### src/rtl/bitrate_pkg.sv
package bitrate_pkg;

    localparam int unsigned RELOAD_W   = 8;
    localparam int unsigned PREDIV     = 4;
    localparam int unsigned OVERSAMPLE = 16;
    localparam int unsigned PRE_W      = $clog2(PREDIV);
    localparam int unsigned POST_W     = $clog2(OVERSAMPLE);

    typedef enum logic [1:0] {
        FAM_COARSE = 2'd0,
        FAM_FINE   = 2'd1,
        FAM_SYNC   = 2'd2
    } rate_family_e;

    typedef struct packed {
        logic bypass_pre;
        logic bypass_post;
        logic oversample_on;
    } stage_cfg_t;

    function automatic rate_family_e family_of(input logic sync_sel, input logic fine_sel);
        if (sync_sel)      return FAM_SYNC;
        else if (fine_sel) return FAM_FINE;
        else               return FAM_COARSE;
    endfunction

    function automatic stage_cfg_t cfg_of(input rate_family_e fam);
        stage_cfg_t c;
        c.bypass_pre    = (fam == FAM_FINE);
        c.bypass_post   = (fam == FAM_SYNC);
        c.oversample_on = (fam != FAM_SYNC);
        return c;
    endfunction

endpackage

### src/rtl/bt_prediv.sv
module bt_prediv #(
    parameter int unsigned RATIO = 4
) (
    input  logic clk,
    input  logic rst,
    input  logic restart,
    input  logic bypass,
    output logic step
);
    localparam int unsigned CW = (RATIO > 1) ? $clog2(RATIO) : 1;
    localparam logic [CW-1:0] LAST = CW'(RATIO - 1);

    logic [CW-1:0] phase_q;

    always_ff @(posedge clk) begin
        if (rst || restart) begin
            phase_q <= '0;
        end else if (phase_q == LAST) begin
            phase_q <= '0;
        end else begin
            phase_q <= phase_q + 1'b1;
        end
    end

    assign step = !restart && (bypass || (phase_q == LAST));
endmodule

### src/rtl/bt_reload_counter.sv
module bt_reload_counter #(
    parameter int unsigned W = 8
) (
    input  logic         clk,
    input  logic         rst,
    input  logic         restart,
    input  logic [W-1:0] load_val,
    input  logic         step,
    output logic         underflow
);
    logic [W-1:0] count_q;

    always_ff @(posedge clk) begin
        if (rst) begin
            count_q <= '0;
        end else if (restart) begin
            count_q <= load_val;
        end else if (step) begin
            if (count_q == '0) count_q <= load_val;
            else               count_q <= count_q - 1'b1;
        end
    end

    assign underflow = step && !restart && (count_q == '0);
endmodule

### src/rtl/bt_postdiv.sv
module bt_postdiv #(
    parameter int unsigned RATIO = 16
) (
    input  logic clk,
    input  logic rst,
    input  logic restart,
    input  logic bypass,
    input  logic base_in,
    output logic div_out
);
    localparam int unsigned CW = (RATIO > 1) ? $clog2(RATIO) : 1;
    localparam logic [CW-1:0] LAST = CW'(RATIO - 1);

    logic [CW-1:0] phase_q;

    always_ff @(posedge clk) begin
        if (rst || restart) begin
            phase_q <= '0;
        end else if (base_in) begin
            if (phase_q == LAST) phase_q <= '0;
            else                 phase_q <= phase_q + 1'b1;
        end
    end

    assign div_out = base_in && (bypass || (phase_q == LAST));
endmodule

### src/rtl/bitrate_tick_gen.sv
module bitrate_tick_gen
    import bitrate_pkg::*;
#(
    parameter int unsigned XW       = RELOAD_W,
    parameter int unsigned PRE_DIV  = PREDIV,
    parameter int unsigned OS_RATIO = OVERSAMPLE
) (
    input  logic          clk,
    input  logic          rst,
    input  logic          enable,
    input  logic          sync_mode,
    input  logic          fine_speed,
    input  logic          reload_we,
    input  logic [XW-1:0] reload_din,
    output logic          bit_tick,
    output logic          os_tick
);
    logic [XW-1:0] reload_q;
    logic          restart;
    logic [XW-1:0] load_val;
    rate_family_e  fam;
    stage_cfg_t    cfg;
    logic          pre_step;
    logic          base_tick;
    logic          bit_raw;
    logic          bit_q;
    logic          os_q;

    assign restart  = !enable || reload_we;
    assign load_val = reload_we ? reload_din : reload_q;
    assign fam      = family_of(sync_mode, fine_speed);
    assign cfg      = cfg_of(fam);

    always_ff @(posedge clk) begin
        if (rst)            reload_q <= '0;
        else if (reload_we) reload_q <= reload_din;
    end

    bt_prediv #(.RATIO(PRE_DIV)) u_prediv (
        .clk     (clk),
        .rst     (rst),
        .restart (restart),
        .bypass  (cfg.bypass_pre),
        .step    (pre_step)
    );

    bt_reload_counter #(.W(XW)) u_counter (
        .clk       (clk),
        .rst       (rst),
        .restart   (restart),
        .load_val  (load_val),
        .step      (pre_step),
        .underflow (base_tick)
    );

    bt_postdiv #(.RATIO(OS_RATIO)) u_postdiv (
        .clk     (clk),
        .rst     (rst),
        .restart (restart),
        .bypass  (cfg.bypass_post),
        .base_in (base_tick),
        .div_out (bit_raw)
    );

    always_ff @(posedge clk) begin
        if (rst || restart) begin
            bit_q <= 1'b0;
            os_q  <= 1'b0;
        end else begin
            bit_q <= bit_raw;
            os_q  <= base_tick && cfg.oversample_on;
        end
    end

    assign bit_tick = bit_q;
    assign os_tick  = os_q;
endmodule

### config.mk
export PLATFORM = sky130hd
export DESIGN_NAME = bitrate_tick_gen
export DESIGN_NICKNAME = d
export VERILOG_FILES = /design/src/rtl/bitrate_pkg.sv /design/src/rtl/bt_prediv.sv /design/src/rtl/bt_reload_counter.sv /design/src/rtl/bt_postdiv.sv /design/src/rtl/bitrate_tick_gen.sv
export SDC_FILE = /design/constraint.sdc
export NUM_CORES = 1
export LEC_CHECK = 0
export CAP_MARGIN = 40
export CORE_UTILIZATION = 50
export DETAILED_ROUTE_END_ITERATION = 10
export GPL_TIMING_DRIVEN = 0
export PLACE_DENSITY = 0.81
export SLEW_MARGIN = 10
export SYNTH_ARGS = -nofsm -noshare
export SYNTH_HDL_FRONTEND = slang
export SYNTH_SLANG_ARGS = --single-unit
### constraint.sdc
create_clock -name clk -period 3.2 [get_ports clk]
set_input_delay 0.64 -clock clk [delete_from_list [all_inputs] [get_ports clk]]
set_output_delay 0.64 -clock clk [all_outputs]
set_load 0.03 [all_outputs]
# == Word level (Yosys, flattened, before mapping) ==
# Index checks and enable logic that the tools add are counted.
# word_totals
wordCells,35
ff_bits,24
out_inout_bits,2
# op_classes
n_addsub,3
eq_ne,5
reduce_logical,14
muxes,7
# ops
op,n
8-bit 2-to-1 mux,4
8-bit logical NOT,1
8-bit by 1-bit subtractor with 8-bit output (second input constant),1
1-bit logical AND,5
4-bit by 1-bit adder with 4-bit output (second input constant),1
2-bit == test (second input constant),2
4-bit == test (second input constant),1
1-bit logical OR,4
4-bit 2-to-1 mux,1
2-bit by 1-bit adder with 2-bit output (second input constant),1
2-bit by 1-bit == test with 1-bit output (second input constant),1
1-bit logical NOT,2
2-bit 2-to-1 mux,1
2-bit != test (second input constant),1
2-bit nonzero test,1
2-bit OR reduction,1
1-bit 2-to-1 mux,1

# == Logic depth before layout (Yosys ltp) ==
# logic_depth
ltp_word,8
depth_mapped,7

# == By module ==
# A second synthesis with hierarchy kept.
# unflattened
cells_unflattened,132
hier_area_um2,1292.5
# by_module_without_submodules
mod,n_inst,seq_area_each_um2,area_per_inst_um2,cells_each
bt_reload_counter,1,160.2,576.8,72
bitrate_tick_gen,1,200.2,421.7,32
bt_postdiv,1,80.1,203.9,22
bt_prediv,1,40.0,90.1,6

# == Least setup slack after synthesis ==
# OpenSTA, ideal clock, no wires.
# synth_path
path_type,input -> register
start,input port reload_we
end,register u_counter.count_q[7]
cell_stages,5
path_slack_ns,1.254
path_buffers,1
arrival_time_ns,1.876
path_cell_list,buf_6 mux2i_1 or4b_1 a2111o_1 a21oi_1
# synth_between
elab_chain_len,4
elab_cells_between_ends,8
cone_classes,mux: 4; reduce/logical: 4
# synth_rtl
element,line_no,rtl
start: declaration,bitrate_tick_gen.sv:13,"input logic reload_we,"
8-bit 2-to-1 mux / 1-bit logical OR (equally long branches),-,
8-bit 2-to-1 mux / 1-bit logical NOT (equally long branches),"bt_reload_counter.sv:19, bt_prediv.sv:25",
8-bit 2-to-1 mux / 1-bit logical AND (equally long branches),"bt_reload_counter.sv:18, bt_prediv.sv:25",
8-bit 2-to-1 mux / 2-bit nonzero test (equally long branches),-,
end signal: assignment,bt_reload_counter.sv:17,count_q <= load_val;
end signal: assignment,bt_reload_counter.sv:19,if (count_q == '0) count_q <= load_val;
end signal: assignment,bt_reload_counter.sv:20,else count_q <= count_q - 1'b1;
end: declaration,bt_reload_counter.sv:11,logic [W-1:0] count_q;
# Several ways; a longest one is shown, not always the timed one. The select of a mux whose other input is x is not followed.
# A chain may end at the register's enable or synchronous reset.

# == Final worst setup path ==
# layout_path
start,input port enable
end,register u_counter.count_q[2]
# layout_between
elab_chain_len,5
elab_cells_between_ends,6
cone_classes,mux: 1; reduce/logical: 5
# layout_rtl
element,line_no,rtl
start: declaration,bitrate_tick_gen.sv:10,"input logic enable,"
1-bit logical NOT *,bitrate_tick_gen.sv:29,assign restart = !enable || reload_we;
1-bit logical OR *,bitrate_tick_gen.sv:29,
1-bit logical NOT,bt_prediv.sv:25,assign step = !restart && (bypass || (phase_q == LAST));
1-bit logical AND,bt_prediv.sv:25,
2-bit nonzero test (no source line),-,
# Mark *: on every way between the ends. The rest lies on a longest branch, timed or not.

==> results.toml <==
[detailed_routing]
vias = 1036
dr_iter_0_viols = 31
finalWirelength_mm = 2.38
vias_per_cell = 5.92
ant_nets = 0
remaining_drc_errors = 0
wl_per_cell_um = 13.6
drt_first_pass_iters = 5

[yosys]
synth_top_flop_cell = "dfxtp_1"
syn_inst = 130
synth-async-reset-ratio = 0
synth-seq-area-share = 0.399
synth_enable_flop_cells = 0
ys_seq_elements = 24
mean_instance_size_in_the_synthesized_netlist_um2 = 9.27
syn-num-nets = 148
warnings_synthesis = 0
yosysUniqueCellTypes = 36
synth_area_um2 = 1200

[critical_path]
critical_path_arrival_ns = 2.23
start_kind = "primary input"
slowest_delay_ns = 0.48
cpMaxStageDelayCell = "clkdlybuf4s50_1"
timing_worst_setup_path_type = "in2reg"
kind_of_capture_point_of_the_worst_setup_path = "flop"
worst_path_fanout_max = 10
required_ns = 3.40
timing.critical_path.cells = "clkdlybuf4s50_1, nand2b_1, nor3_2, buf_2, nor2_1, a2111oi_0"

[timing]
report.final.setup_viol = 0
whs_ns = 0.439
finalSetupTns_ns = 0
worst-slew-pin-transition_ns = 0.816
clock_skew_ns = 0.00298
relSlewSlack = 0.451
achievable-frequency_mhz = 495
final_max_slew_viol_count = 0
period_minus_slack_ns = 2.02
setup_repair_after_global_routing_missed_its_margin = "no"
post-route-period-util = 0.632
report.final.hold_viol_count = 0

[place]
detailed_place_hpwl_mm = 1.73
place.gp.congestion = 0.842
port_buffers = 13

[die]
floorplan.initialDensity = 0.539
die-area_um2 = 2610
die_width_um = 51.1
core-area_um2 = 2230
num_rows = 17
die_height_um = 51.1
pin_count = 16

[min_path]
hold_path.class = "reg2reg"

[clock_network]
post-cts-setup-buffer-count = 0
cts_repair_resize_count = 0
clk_path_buf_depth = 2
cts_root_buf = "clkbuf_4"
cts_inserted_buffers = 3
tritoncts_clock_tree = "yes"
clk_pin_slew_worst_paths_ns = 0.13
clk_latency_ns = 0.31
holdBufCountCts = 0
htreeDepth = 1
cts_sinks = 24

[job]
drv_cap = 0

[global_routing]
via_count_of_the_first_global_routing_pass = 958
first_pass_grt_wire_length_mm = 4.15
number_of_antenna_violations_at_the_first_check_in_global_routing = 0
globalRoute.totalOverflow = 0
maximum_number_of_pins_on_one_net_before_global_route_repair = 14
grt_usage = 0.212
gr_met3_demand_resource = 0.0298
groute.layer.met1.usage = 0.284
globalRouteMet2Util = 0.338
global_route.peak_usage_layer = "met2"

[final_layout]
final_layout_size_suffix_gt1_frac = 0.109
layout.cells.most_common_list = "24 x dfxtp_1, 13 x nor2_1, 13 x clkdlybuf4s50_1, 9 x a21oi_1, 9 x mux2i_1"
layout-area-overhead-vs-synth_pct = 16.7
most_common_library_cell_in_the_layout_ignoring_fill_and_taps = "dfxtp_1"
antenna_cells_inserted = 0
final_nets = 166

[power_and_ir_drop]
clkPwrFrac = 0.251
switching_share = 0.282
seqPwrFrac = 0.526
p_leak_nw = 0.531
max-vdd-ir-drop_uv = 291
comb_power_share = 0.223
cellInternalPower_mw = 0.457
power_switching_mw = 0.179
power-per-cell-area_nw_per_um2 = 452

[run_status]
run_status = "completed"
## registers in the layout (all words and copies together), names as in the netlist
name               count
u_counter.count_q      8
bit_tick               1
os_tick                1
u_postdiv.phase_q      4
u_prediv.phase_q       2
reload_q               8
## critical path: cells and delay by family
family / cells / cell delay, ns
buf+inv: 2 / 0.75
compound gates: 1 / 0.37
simple gates: 3 / 0.46
## power groups by stage
stage / Clock (mW) / Sequential, mW / Combinational, mW
finish: 0.160 / 0.334 / 0.142
global placement: 0 / 0.339 / 0.137
floorplan: 0 / 0.336 / 0.106
CTS: 0.163 / 0.334 / 0.142
global route: 0.169 / 0.337 / 0.159
detailed placement: 0 / 0.341 / 0.141
## synth_stat cells, types with 3 or more instances
cell | n | area, µm²
nor3_1 | 6 | 30.0
o32ai_1 | 4 | 35.0
ha_1 | 4 | 50.1
o211ai_1 | 3 | 22.5
a31oi_1 | 3 | 18.8
mux2i_1 | 9 | 90.1
nand2_1 | 5 | 18.8
a21oi_1 | 9 | 45.0
clkbuf_1 | 3 | 11.3
nor2_1 | 13 | 48.8
mux2_2 | 3 | 33.8
nor2b_1 | 4 | 25.0
inv_1 | 7 | 26.3
dfxtp_1 | 24 | 480
or3_1 | 4 | 25.0
## cell type report
type | count | area [µm²]
multi-input combinational | 93 | 666
clock buffer | 4 | 36.3
sequential | 24 | 480
inverter | 7 | 26.3
buffer | 6 | 32.5
tap | 28 | 35.0
timing repair buffer | 13 | 130
fill | 202 | 827
## metrics by stage
stage | instance area [µm²] | setup slack (ns) | instances | total power, mW | util
global placement | 1370 | 0.904 | 171 | 0.476 | 0.613
global route | 1410 | 1.03 | 175 | 0.665 | 0.630
CTS | 1410 | 1.20 | 175 | 0.638 | 0.630
finish | 1410 | 1.18 | 175 | 0.636 | 0.630
floorplan | 1200 | 1.25 | 130 | 0.442 | -
detailed placement | 1370 | 0.859 | 171 | 0.482 | 0.613
## routing by layer
layer  up-vias  wire, µm
li1        513         -
met1       497      1100
met2        24      1140
met3         2       116
met4         0        26
met5         -         0
## path summary, 6_finish.rpt
kind | end | startpoint | depth (start not counted) | slack [ns]
max | u_counter.count_q[2] | enable | 6 | 1.18
min | u_prediv.phase_q[0] | u_prediv.phase_q[0] | 1 | 0.44
max reg2reg | u_counter.count_q[1] | u_counter.count_q[0] | 7 | 1.22
min reg2reg | u_prediv.phase_q[0] | u_prediv.phase_q[0] | 1 | 0.44
## kinds of logic (layout without fill, tap and decap cells)
group,after synthesis,count (layout),share of synthesized area
compound gates,28,28,0.164
fa+ha+maj,4,4,0.0415
simple gates,48,48,0.237
buf+inv,13,30,0.0488
flops,24,24,0.399
xor+xnor,1,1,0.00727
mux,12,12,0.103
Note: power is estimated with default switching activity, not from simulation.
